**config.mk**
```make
export PLATFORM = sky130hd
export DESIGN_NAME = byte_stack_push
export DESIGN_NICKNAME = d
export VERILOG_FILES = /design/src/rtl/byte_stack_push.sv
export SDC_FILE = /design/constraint.sdc
export NUM_CORES = 1
export LEC_CHECK = 0
export BUFFER_PORTS_ARGS = -buffer_cell sky130_fd_sc_hd__buf_2
export CAP_MARGIN = 20
export CORE_MARGIN = 5
export CORE_UTILIZATION = 25
export DETAILED_ROUTE_END_ITERATION = 12
export GPL_ROUTABILITY_DRIVEN = 0
export GPL_TIMING_DRIVEN = 0
export SLEW_MARGIN = 20
export SYNTH_ARGS = -nofsm -noshare
export SYNTH_HDL_FRONTEND = slang
export SYNTH_SLANG_ARGS = --single-unit
```
**constraint.sdc**
```tcl
create_clock -name clk -period 3.95 [get_ports clk]
set_clock_uncertainty 0.15 [all_clocks]
set_input_delay 0.79 -clock clk [delete_from_list [all_inputs] [get_ports clk]]
set_output_delay 0.79 -clock clk [all_outputs]
set_load 0.05 [all_outputs]
```
**src/rtl/byte_stack_push.sv**
```systemverilog
module byte_stack_push #(
  parameter int DW  = 16,
  parameter int PW  = 8,
  parameter int BW  = 4,
  parameter int PAW = 5
) (
  input  logic             clk,
  input  logic             rst_n,
  input  logic             cmd_valid,
  input  logic [2:0]       cmd_reg,
  input  logic             cmd_sel,
  input  logic             cmd_dec,
  output logic             busy,
  output logic [2:0]       rf_addr,
  input  logic [DW-1:0]    rf_data,
  input  logic [PW-1:0]    ptr0,
  input  logic [PW-1:0]    ptr1,
  input  logic [BW-1:0]    bank0,
  input  logic [BW-1:0]    bank1,
  input  logic [PAW-1:0]   pa,
  output logic             io_req,
  output logic [PAW-1:0]   io_addr,
  input  logic             io_ack,
  input  logic [7:0]       io_rdata,
  output logic             mem_req,
  output logic [BW+PW-1:0] mem_addr,
  output logic [7:0]       mem_wdata,
  input  logic             mem_ack,
  output logic             ptr_we,
  output logic             ptr_sel,
  output logic [PW-1:0]    ptr_new,
  output logic             done
);
  localparam int AW = BW + PW;

  typedef enum logic [1:0] {S_IDLE, S_IO, S_MEM, S_DONE} state_t;

  state_t         st;
  logic           sel_q;
  logic           from_io_q;
  logic [PW-1:0]  ptr_q;
  logic [BW-1:0]  bank_q;
  logic [PAW-1:0] pa_q;
  logic [7:0]     byte_q;

  logic           accept;
  logic [PW-1:0]  cur_ptr;
  logic [PW-1:0]  step_ptr;

  assign accept   = cmd_valid && (st == S_IDLE);
  assign cur_ptr  = cmd_sel ? ptr1 : ptr0;
  assign step_ptr = cmd_dec ? cur_ptr - 1'b1 : cur_ptr + 1'b1;
  assign rf_addr  = cmd_reg;

  always_ff @(posedge clk or negedge rst_n) begin
    if (!rst_n) begin
      st        <= S_IDLE;
      sel_q     <= 1'b0;
      from_io_q <= 1'b0;
      ptr_q     <= '0;
      bank_q    <= '0;
      pa_q      <= '0;
      byte_q    <= '0;
    end else begin
      case (st)
        S_IDLE: if (accept) begin
          sel_q     <= cmd_sel;
          from_io_q <= cmd_reg[2];
          ptr_q     <= step_ptr;
          bank_q    <= cmd_sel ? bank1 : bank0;
          pa_q      <= pa;
          byte_q    <= rf_data[7:0];
          st        <= cmd_reg[2] ? S_IO : S_MEM;
        end
        S_IO: if (io_ack) begin
          byte_q <= io_rdata;
          st     <= S_MEM;
        end
        S_MEM:  if (mem_ack) st <= S_DONE;
        S_DONE: st <= S_IDLE;
        default: st <= S_IDLE;
      endcase
    end
  end

  assign busy      = (st != S_IDLE);
  assign io_req    = (st == S_IO);
  assign io_addr   = pa_q;
  assign mem_req   = (st == S_MEM);
  assign mem_addr  = AW'({bank_q, ptr_q});
  assign mem_wdata = byte_q;
  assign done      = (st == S_DONE);
  assign ptr_we    = done;
  assign ptr_sel   = sel_q;
  assign ptr_new   = ptr_q;

  p_rf_known_r1: assert property (@(posedge clk) disable iff (!rst_n)
    (accept && !cmd_reg[2]) |-> !$isunknown(rf_data));

  p_io_only_high_r6: assert property (@(posedge clk) disable iff (!rst_n)
    io_req |-> from_io_q);

  p_io_addr_stable_r6: assert property (@(posedge clk) disable iff (!rst_n)
    (io_req && !io_ack) |=> (io_req && $stable(io_addr)));

  p_mem_after_io_r7: assert property (@(posedge clk) disable iff (!rst_n)
    ($rose(mem_req) && from_io_q) |-> $past(io_req && io_ack));

  p_req_hold_r8: assert property (@(posedge clk) disable iff (!rst_n)
    (mem_req && !mem_ack) |=> (mem_req && $stable(mem_addr) && $stable(mem_wdata)));

  p_done_after_ack_r8: assert property (@(posedge clk) disable iff (!rst_n)
    done |-> $past(mem_req && mem_ack));

  p_done_pulse_r8: assert property (@(posedge clk) disable iff (!rst_n)
    done |=> !done);

  p_no_start_busy_r10: assert property (@(posedge clk) disable iff (!rst_n)
    (mem_req && cmd_valid && !mem_ack) |=> (mem_req && $stable(mem_addr)));
endmodule

```
==> results of run 1 <==
[worst paths after layout]
kind,start,end,slack (ps),cells past startpoint
setup reg to reg,st[1]$_DFFE_PN0P_,mem_wdata[7]$_DFFE_PN0P_,1860,8
hold / removal,bank_q[1]$_DFFE_PN0P_,bank_q[1]$_DFFE_PN0P_,330,2
setup / recovery,cmd_sel,ptr_new[6]$_DFFE_PN0P_,1170,9
hold reg to reg,bank_q[1]$_DFFE_PN0P_,bank_q[1]$_DFFE_PN0P_,330,2
max in group asynchronous,rst_n,mem_wdata[4]$_DFFE_PN0P_,2850,1
min in group asynchronous,rst_n,mem_wdata[3]$_DFFE_PN0P_,380,1
[power groups by stage]
stage / Sequential, W / Combinational [W] / Clock [W]
after floorplan: 0.000968 / 0.000695 / 0
after global placement: 0.000516 / 0.00145 / 0
after detailed placement: 0.000525 / 0.00147 / 0
after CTS: 0.000517 / 0.00147 / 0.000237
after global routing: 0.000541 / 0.00156 / 0.000250
final: 0.000512 / 0.00145 / 0.000224
[logic make-up (layout without fill, tap and decap cells)]
family	count (synthesis)	in the layout	synth area share [%]
AO/OA/AOI/OAI	39	39	13.9
XOR/XNOR	5	5	2.59
adder cells (fa/ha/maj)	12	12	9.33
buffers and inverters	27	125	8.88
flip-flops	28	28	41.5
multiplexers	28	28	17.5
AND/OR/NAND/NOR	27	27	6.37
[tightest hold or removal path: cells and delay by family, from the launching register on]
kind | cells | cell delay [ps]
compound gates | 1 | 60
flops | 1 | 350
simple gates | 1 | 40
[area by class of cell]
class                   count  share of cell area [%]
repair buffers             94                    20.2
inverters                   9                    1.45
flip-flops and latches     28                    30.0
clock inverters             1                    1.29
multi-input cells         111                    36.0
well taps                  80                    4.29
clock buffers               3                    1.77
plain buffers              18                    4.99
[cell usage after synthesis, types with 3 or more instances]
cell / n
buf_2: 3
ha_1: 11
o21a_1: 4
xnor2_1: 3
buf_4: 12
mux2i_1: 16
dfrtp_1: 28
nand2_1: 14
inv_1: 9
mux2_2: 12
a21oi_1: 12
nor2_1: 10
clkbuf_1: 3
o21ai_0: 12
[state kept, by name, summed over array words and instances (netlist names)]
name       cells
bank_q         4
io_addr        5
mem_wdata      8
ptr_new        8
ptr_sel        1
st             2
[per-stage QoR]
stage               util [%]  cells  total power [W]  hold WS (ps)  setup slack (ps)
finish                  34.9    344          0.00218           331              1170
global route            34.9    344          0.00235           381              1050
detailed placement      33.8    340          0.00199           319               869
global placement        33.8    340          0.00197           309               895
floorplan                  -    166          0.00166           344              1230
CTS                     34.9    344          0.00222           342              1160
[per-layer routing]
| metal | share of wire (%) | wire length [um] | up-vias |
|---|---|---|---|
| met2 | 51 | 2150 | 50 |
| met5 | 0 | 0 | - |
| met1 | 41 | 1760 | 654 |
| met4 | 0.96 | 41 | 0 |
| li1 | - | - | 752 |
| met3 | 7.1 | 303 | 2 |
==> results.toml, run 1 <==
[run_status]
outcome = "completed"

[placement]
hpwl_mm = 3.44
placed_cell_area_mm2 = 0.00226
numPortBuffers = 94

[synthesis]
avgSynthCellArea_um2 = 10.2
yosys.area.top_type = "dfrtp_1"
yosysUniqueCellTypes = 28
synth_top_area_share_pct = 41.5
syn_area_mm2 = 0.00169
synth-edff-count = 0
synthFlopType = "dfrtp_1"
yosys_warnings = 0
syn_nets = 241
async_reset_ff_share_pct = 100
syn_inst = 166
synth.area.top_cells = "dfrtp_1, mux2i_1, ha_1, mux2_2, buf_4"
ys_seq_area_share_pct = 41.5
ys_seq_elements = 28

[pwr]
switching_share_pct = 55.7
combPwrFrac_pct = 66.3
p_sw_w = 0.00122
power.internal_w = 0.000966
p_seq_share_pct = 23.4
ir_worst_vdd_mv = 0.271
p_per_area_mw_per_mm2 = 936
p_leak_nw = 1.23
power_frac_clock_pct = 10.3

[die]
chipHeight_um = 92.2
dieArea_mm2 = 0.00851
core_mm2 = 0.00668
chipWidth_um = 92.2
ioPinCount = 105
rows = 30
initial_utilization_pct = 25.3

[critical_path]
path_max_fanout = 10
path_common_cell = "o21a_1"
critical_path_class = "input pin to flip-flop"
crit_arrival_ps = 2810
cp_slowest_cell = "mux2_2"
crit_buf_inv = 2
cp.required_ps = 3990
critical_path.max_stage_delay_ps = 380
endpoint_kind = "flip-flop"
start_kind = "input pin"
crit_chain = "buf_2 -> buf_2 -> mux2_2 -> ha_1 -> o21a_1 -> o31a_1 -> o21a_1 -> o21a_1 -> o31ai_1"
cp_top_family = "compound AO/OA/AOI/OAI gates"

[clocking]
cts_resized = 0
h-tree-depth = 1
holdBufCountCts = 0
root_buffer = "clkbuf_8"
cts_tree = "built"
postCtsSetupBuffers = 0
clockBufferDepth = 2
cts_buffers = 3
cts_num_sinks = 28
clk_latency_ps = 270
cts.clk_slew.worst_paths_ps = 100

[final_layout]
num-nets-final = 340
diodes = 0
multi_input_area_um2 = 840
area_delta_synth_final_pct = 38.0
final_common_cell = "buf_2"
final_cell_mix = "buf_2, dfrtp_1, mux2i_1, nand2_1"
drive_gt1_share_pct = 48.1
n_fill_cell = 704
fin_area_mm2 = 0.00233
seq_area_um2 = 701

[timing]
period_minus_slack_ps = 2780
rsz0062_at_grt = "no"
hold_violations = 0
max_freq_ghz = 0.360
setup_violations = 0
worst_slew_pin_slew_ps = 648
maxSlewHeadroom_pct = 56.8
slew_viol_final = 0
fin_tns_setup_ps = 0
period_share_pct = 70.3

[drt]
ant_nets = 0
drtPass1Iterations = 4
avgViaCountPerCell = 4.24
drtIter0Drc = 54
wirelength_mm = 4.26
drc_errors = 0
wire_per_inst_um = 12.4
vias = 1458

[grt]
grt_pass1_vias = 1530
busiest_layer = "met2"
grt_max_degree = 29
grt_pass1_wl_mm = 7.13
grt_util_met2_pct = 19.0
antenna_found_initial = 0
grt.overflow.total = 0
grtUsageMet1_pct = 11.8
grtUsageTotal_pct = 10.3
use_met3_pct = 2.05

[hold_path]
hold_path_class = "flip-flop to flip-flop"

[job]
drv_cap = 0
Note: power is estimated with default switching activity, not from simulation.
==> run 2, diff against run 1 <==
--- a/config.mk
+++ b/config.mk
@@ -5,6 +5,7 @@
 export SDC_FILE = /design/constraint.sdc
 export NUM_CORES = 1
 export LEC_CHECK = 0
+export ABC_AREA = 1
 export BUFFER_PORTS_ARGS = -buffer_cell sky130_fd_sc_hd__buf_2
 export CAP_MARGIN = 20
 export CORE_MARGIN = 5
==> constraint.sdc (replaced) <==
create_clock -name clk -period 2.7 [get_ports clk]
set_clock_uncertainty 0.15 [all_clocks]
set_input_delay 0.54 -clock clk [delete_from_list [all_inputs] [get_ports clk]]
set_output_delay 0.54 -clock clk [all_outputs]
set_load 0.05 [all_outputs]
==> results.toml, run 2 <==
[job]
drv_cap = 0

[timing]
fin_tns_setup_ps = 0
slew_viol_final = 0
setup_slack_ps = 363
max_freq_ghz = 0.428
period_minus_slack_ps = 2340
period_share_pct = 86.6
worst_slew_pin_slew_ps = 642
setup_violations = 0
hold_violations = 0
maxSlewHeadroom_pct = 57.2
rsz0062_at_grt = "no"

[pwr]
p_leak_nw = 1.35
ir_worst_vdd_mv = 0.407
p_per_area_mw_per_mm2 = 1340
total_power_w = 0.00326

[synthesis]
post-synth-top-count-cell = "nand2_1"
avgSynthCellArea_um2 = 7.99
syn_nets = 297
synth_top_area_share_pct = 39.5
syn_area_mm2 = 0.00177
syn_inst = 222
yosysUniqueCellTypes = 27
synth-edff-count = 0
async_reset_ff_share_pct = 100
ys_seq_area_share_pct = 39.5
synthTopCellsByCount = "nand2_1, dfrtp_1, a21oi_1"
yosys.area.top_type = "dfrtp_1"
synth.area.top_cells = "dfrtp_1, nand2_1, ha_1, buf_4, a21oi_1"
yosys_warnings = 0
ys_seq_elements = 28
synthFlopType = "dfrtp_1"

[clocking]
cts.clk_slew.worst_paths_ps = 100
cts_resized = 0
postCtsSetupBuffers = 0
holdBufCountCts = 0
h-tree-depth = 1
cts_buffers = 3
cts_num_sinks = 28
clockBufferDepth = 2
root_buffer = "clkbuf_8"
clk_latency_ps = 270
cts_tree = "built"

[die]
dieArea_mm2 = 0.00888
chipWidth_um = 94.2
initial_utilization_pct = 25.8
core_mm2 = 0.00687
rows = 30
ioPinCount = 105
chipHeight_um = 94.2

[grt]
grt_pass1_vias = 1713
grtUsageTotal_pct = 10.6
antenna_found_initial = 0
grt_pass1_wl_mm = 7.58
grt_max_degree = 29
grt.overflow.total = 0

[placement]
numPortBuffers = 94
hpwl_mm = 3.87
pre_cts_ws_ps = -3.95

[critical_path]
path_max_fanout = 10
critical_path.max_stage_delay_ps = 490
critical_path_class = "input pin to flip-flop"
path_common_cell = "nand2_1"
cp_top_family = "buffers and inverters"
crit_buf_inv = 2
cp_slowest_cell = "fa_1"
endpoint_kind = "flip-flop"
start_kind = "input pin"
crit_chain = "buf_2 -> clkbuf_1 -> o21ai_0 -> fa_1 -> o21ai_1 -> nand2_1 -> nand2_1 -> nand2_1 -> nand3_1 -> nand2_1"
cp.required_ps = 2720
crit_arrival_ps = 2360

[final_layout]
area_delta_synth_final_pct = 37.3
num-nets-final = 396
n_fill_cell = 743
drive_gt1_share_pct = 38.4
diodes = 0
final_cell_mix = "buf_2, nand2_1, dfrtp_1, a21oi_1, nor2_1"
final_common_cell = "buf_2"

[drt]
avgViaCountPerCell = 4.08
drtPass1Iterations = 4
vias = 1697
drtIter0Drc = 35
wire_per_inst_um = 11.4
drc_errors = 0
wirelength_mm = 4.72
ant_nets = 0

[hold_path]
hold_path_class = "input pin to asynchronous set/reset pin"

[run_status]
outcome = "completed"
[run 2: cell count changes after synthesis, sizes merged, moves of 6 or more]
cell   before  now
nor2       10   18
mux2       12    0
a21oi      13   20
mux2i      16    8
nand3       0    6
nand2      14   75
inv         9   17
[run 2: final cells by class]
cell class | count | area, um2 | area share (%)
plain buffers | 19 | 133 | 5.44
clock buffers | 3 | 41.3 | 1.69
clock inverters | 1 | 30.0 | 1.23
inverters | 17 | 71.3 | 2.93
multi-input cells | 158 | 870 | 35.7
flip-flops and latches | 28 | 701 | 28.8
well taps | 96 | 120 | 4.93
repair buffers | 94 | 470 | 19.3
[run 2: layer usage]
layer | global-route usage, % | wire length [um] | vias to the layer above
li1 | - | - | 890
met1 | 12.8 | 2090 | 741
met2 | 19.1 | 2230 | 61
met3 | 2.24 | 363 | 5
met4 | 2.17 | 36 | 0
met5 | 0 | 0 | -
[run 2: final timing paths]
kind / start / endpoint / slack, ps / cells after the start
worst max-delay path: cmd_sel / ptr_new[6]$_DFFE_PN0P_ / 360 / 10
worst min-delay path: rst_n / mem_wdata[1]$_DFFE_PN0P_ / 130 / 1
worst max register to register: st[1]$_DFFE_PN0P_ / mem_wdata[7]$_DFFE_PN0P_ / 960 / 9
worst min register to register: io_addr[0]$_DFFE_PN0P_ / io_addr[0]$_DFFE_PN0P_ / 340 / 2
max in group asynchronous: rst_n / bank_q[2]$_DFFE_PN0P_ / 1860 / 1
min in group clk: pa[4] / io_addr[4]$_DFFE_PN0P_ / 310 / 3
[run 2: kinds of logic (layout without fill, tap and decap cells)]
kind of cell / after synthesis / after routing / synth area share (%)
and+or+nand+nor: 102 / 102 / 22.8
AOI/OAI and AO/OA: 34 / 34 / 11.8
DFF: 28 / 28 / 39.5
xor gates and xnor gates: 2 / 2 / 0.987
buffers and inverters: 36 / 134 / 11.5
muxes: 8 / 8 / 4.51
adders and majority gates: 12 / 12 / 8.89
[run 2: report_power, final]
group | switching [W] | leakage [nW] | internal (W) | total, W
Sequential | 0.000124 | 0.329 | 0.000630 | 0.000753
Combinational | 0.00159 | 0.985 | 0.000591 | 0.00218
Clock | 0.000130 | 0.0357 | 0.000198 | 0.000328
[run 2: worst register-to-register path: cells and delay by family, from the launching register on]
kind	cells	cell delay, ps
flops	1	410
simple gates	1	90
buf+inv	4	510
compound gates	3	270
fa+ha+maj	1	200
[run 2: stage by stage]
step	area, um2	util [%]	std cells	hold WS, ps
after floorplan	1770	-	222	94.4
after global placement	2360	34.4	412	314
after detailed placement	2360	34.4	412	318
after CTS	2440	35.5	416	154
after global routing	2440	35.5	416	175
final	2440	35.5	416	130
==> run 3, diff against run 2 <==
--- a/config.mk
+++ b/config.mk
@@ -8,11 +8,14 @@
 export ABC_AREA = 1
 export BUFFER_PORTS_ARGS = -buffer_cell sky130_fd_sc_hd__buf_2
 export CAP_MARGIN = 20
+export CELL_PAD_IN_SITES_DETAIL_PLACEMENT = 1
+export CELL_PAD_IN_SITES_GLOBAL_PLACEMENT = 2
 export CORE_MARGIN = 5
-export CORE_UTILIZATION = 25
+export CORE_UTILIZATION = 20
 export DETAILED_ROUTE_END_ITERATION = 12
 export GPL_ROUTABILITY_DRIVEN = 0
 export GPL_TIMING_DRIVEN = 0
+export PLACE_DENSITY_LB_ADDON = 0.1
 export SLEW_MARGIN = 20
 export SYNTH_ARGS = -nofsm -noshare
 export SYNTH_HDL_FRONTEND = slang
==> constraint.sdc (replaced) <==
create_clock -name clk -period 2.05 [get_ports clk]
set_clock_uncertainty 0.15 [all_clocks]
set_input_delay 0.41 -clock clk [delete_from_list [all_inputs] [get_ports clk]]
set_output_delay 0.41 -clock clk [all_outputs]
set_load 0.05 [all_outputs]
==> results.toml, run 3 (same netlist as run 2, synthesis figures left out) <==
[timing]
max_freq_ghz = 0.516
period_share_pct = 94.5
worst_slew_pin_slew_ps = 655
maxSlewHeadroom_pct = 56.4
slew_viol_final = 0
rsz0062_at_grt = "no"
fin_tns_setup_ps = 0
hold_violations = 0
period_minus_slack_ps = 1940
setup_violations = 0

[pwr]
total_power_w = 0.00425
p_leak_nw = 1.35
p_per_area_mw_per_mm2 = 1730
ir_worst_vdd_mv = 0.405

[final_layout]
num-nets-final = 396
diodes = 0
final_common_cell = "buf_2"
final_cell_mix = "buf_2, nand2_1, dfrtp_1, a21oi_1, nor2_1"
fin_area_mm2 = 0.00246
final_cells = 428
area_delta_synth_final_pct = 38.5
drive_gt1_share_pct = 39.7
final_core_util_pct = 28.3

[drt]
drtPass1Iterations = 4
drtIter0Drc = 22
vias = 1694
avgViaCountPerCell = 3.96
wirelength_mm = 5.37
wire_per_inst_um = 12.5
ant_nets = 0
drc_errors = 0

[critical_path]
critical_path.max_stage_delay_ps = 380
cp.required_ps = 1490
worst-r2r-setup-slack_ps = 280
cp_slowest_cell = "dfrtp_1"
crit_arrival_ps = 1380
crit_buf_inv = 3
path_max_fanout = 4
critical_path_class = "flip-flop to primary output"
crit_chain = "inv_1 -> ha_1 -> inv_2 -> buf_2"
crit_start = "st[0]$_DFFE_PN0P_"
endpoint_kind = "primary output"
cp_top_family = "buffers and inverters"
start_kind = "flip-flop"
worstReg2RegStart = "st[1]$_DFFE_PN0P_"

[clocking]
cts_num_sinks = 28
cts_tree = "built"
clockBufferDepth = 2
clk_latency_ps = 270
cts_buffers = 3
cts.clk_slew.worst_paths_ps = 100
postCtsSetupBuffers = 0
holdBufCountCts = 0
root_buffer = "clkbuf_8"
h-tree-depth = 1

[die]
dieArea_mm2 = 0.0109
core_mm2 = 0.00868
initial_utilization_pct = 20.4
rows = 34
chipWidth_um = 104
ioPinCount = 105
chipHeight_um = 104

[grt]
grt_pass1_wl_mm = 9.03
antenna_found_initial = 0
grtUsageTotal_pct = 10.1
grt_max_degree = 29
grt.overflow.total = 0
grt_pass1_vias = 1781

[placement]
hpwl_mm = 4.46
numPortBuffers = 94
dp.cells = 424
placed_cell_area_mm2 = 0.00238

[hold_path]
hold_path_class = "input pin to asynchronous set/reset pin"

[run_status]
outcome = "completed"

[job]
drv_cap = 0
## run 3: changes by cell type in the layout (fill, tap and decap cells not counted)
| cell | previous run | this run |
|---|---|---|
| bufinv_16 | 1 | 0 |
| o21ai_0 | 9 | 8 |
| clkbuf_1 | 4 | 2 |
| clkbuf_2 | 0 | 1 |
| buf_6 | 2 | 3 |
| nand2_2 | 0 | 1 |
| clkbuf_8 | 3 | 4 |
| o21ai_4 | 0 | 1 |
| nand2_1 | 75 | 74 |
## run 3: cell type report
type / instances / area (um2)
inverter: 17 / 71.3
multi-input combinational: 158 / 883
buffer: 19 / 141
clock buffer: 4 / 55.1
sequential: 28 / 701
tap: 108 / 135
fill: 1093 / 6220
timing repair buffer: 94 / 470
## run 3: per-layer routing
metal  routed length [um]  track usage (%)  vias up
li1                     -                -      890
met1                 2410             12.5      747
met2                 2580             17.5       55
met3                  321             2.30        2
met4                   46             2.50        0
met5                    0                0        -
## run 3: final timing paths
path	end	depth (start not counted)
max in group asynchronous	ptr_sel$_DFFE_PN0P_	1
max	busy	4
min reg2reg	io_addr[3]$_DFFE_PN0P_	2
min	st[0]$_DFFE_PN0P_	1
min in group clk	io_addr[4]$_DFFE_PN0P_	3
max reg2reg	mem_wdata[7]$_DFFE_PN0P_	9
## run 3: through the flow
stage               hold slack [ps]  setup slack (ps)
floorplan                     -35.6              35.3
global placement                309              -566
detailed placement              314              -570
CTS                            31.7              65.5
global route                   56.9              3.52
finish                        0.527               113
## run 3: report_power, final
group	internal, W	switching [W]	total (W)
combinational	0.000783	0.00213	0.00292
clock	0.000172	0.000175	0.000347
sequential	0.000829	0.000159	0.000988
total	0.00178	0.00247	0.00425
## run 3: what timing repair did
action | CTS | global route
resized for setup | 3 | 7
endpoints found under the hold margin | 0 | 0
endpoints found under the setup margin | 6 | 4
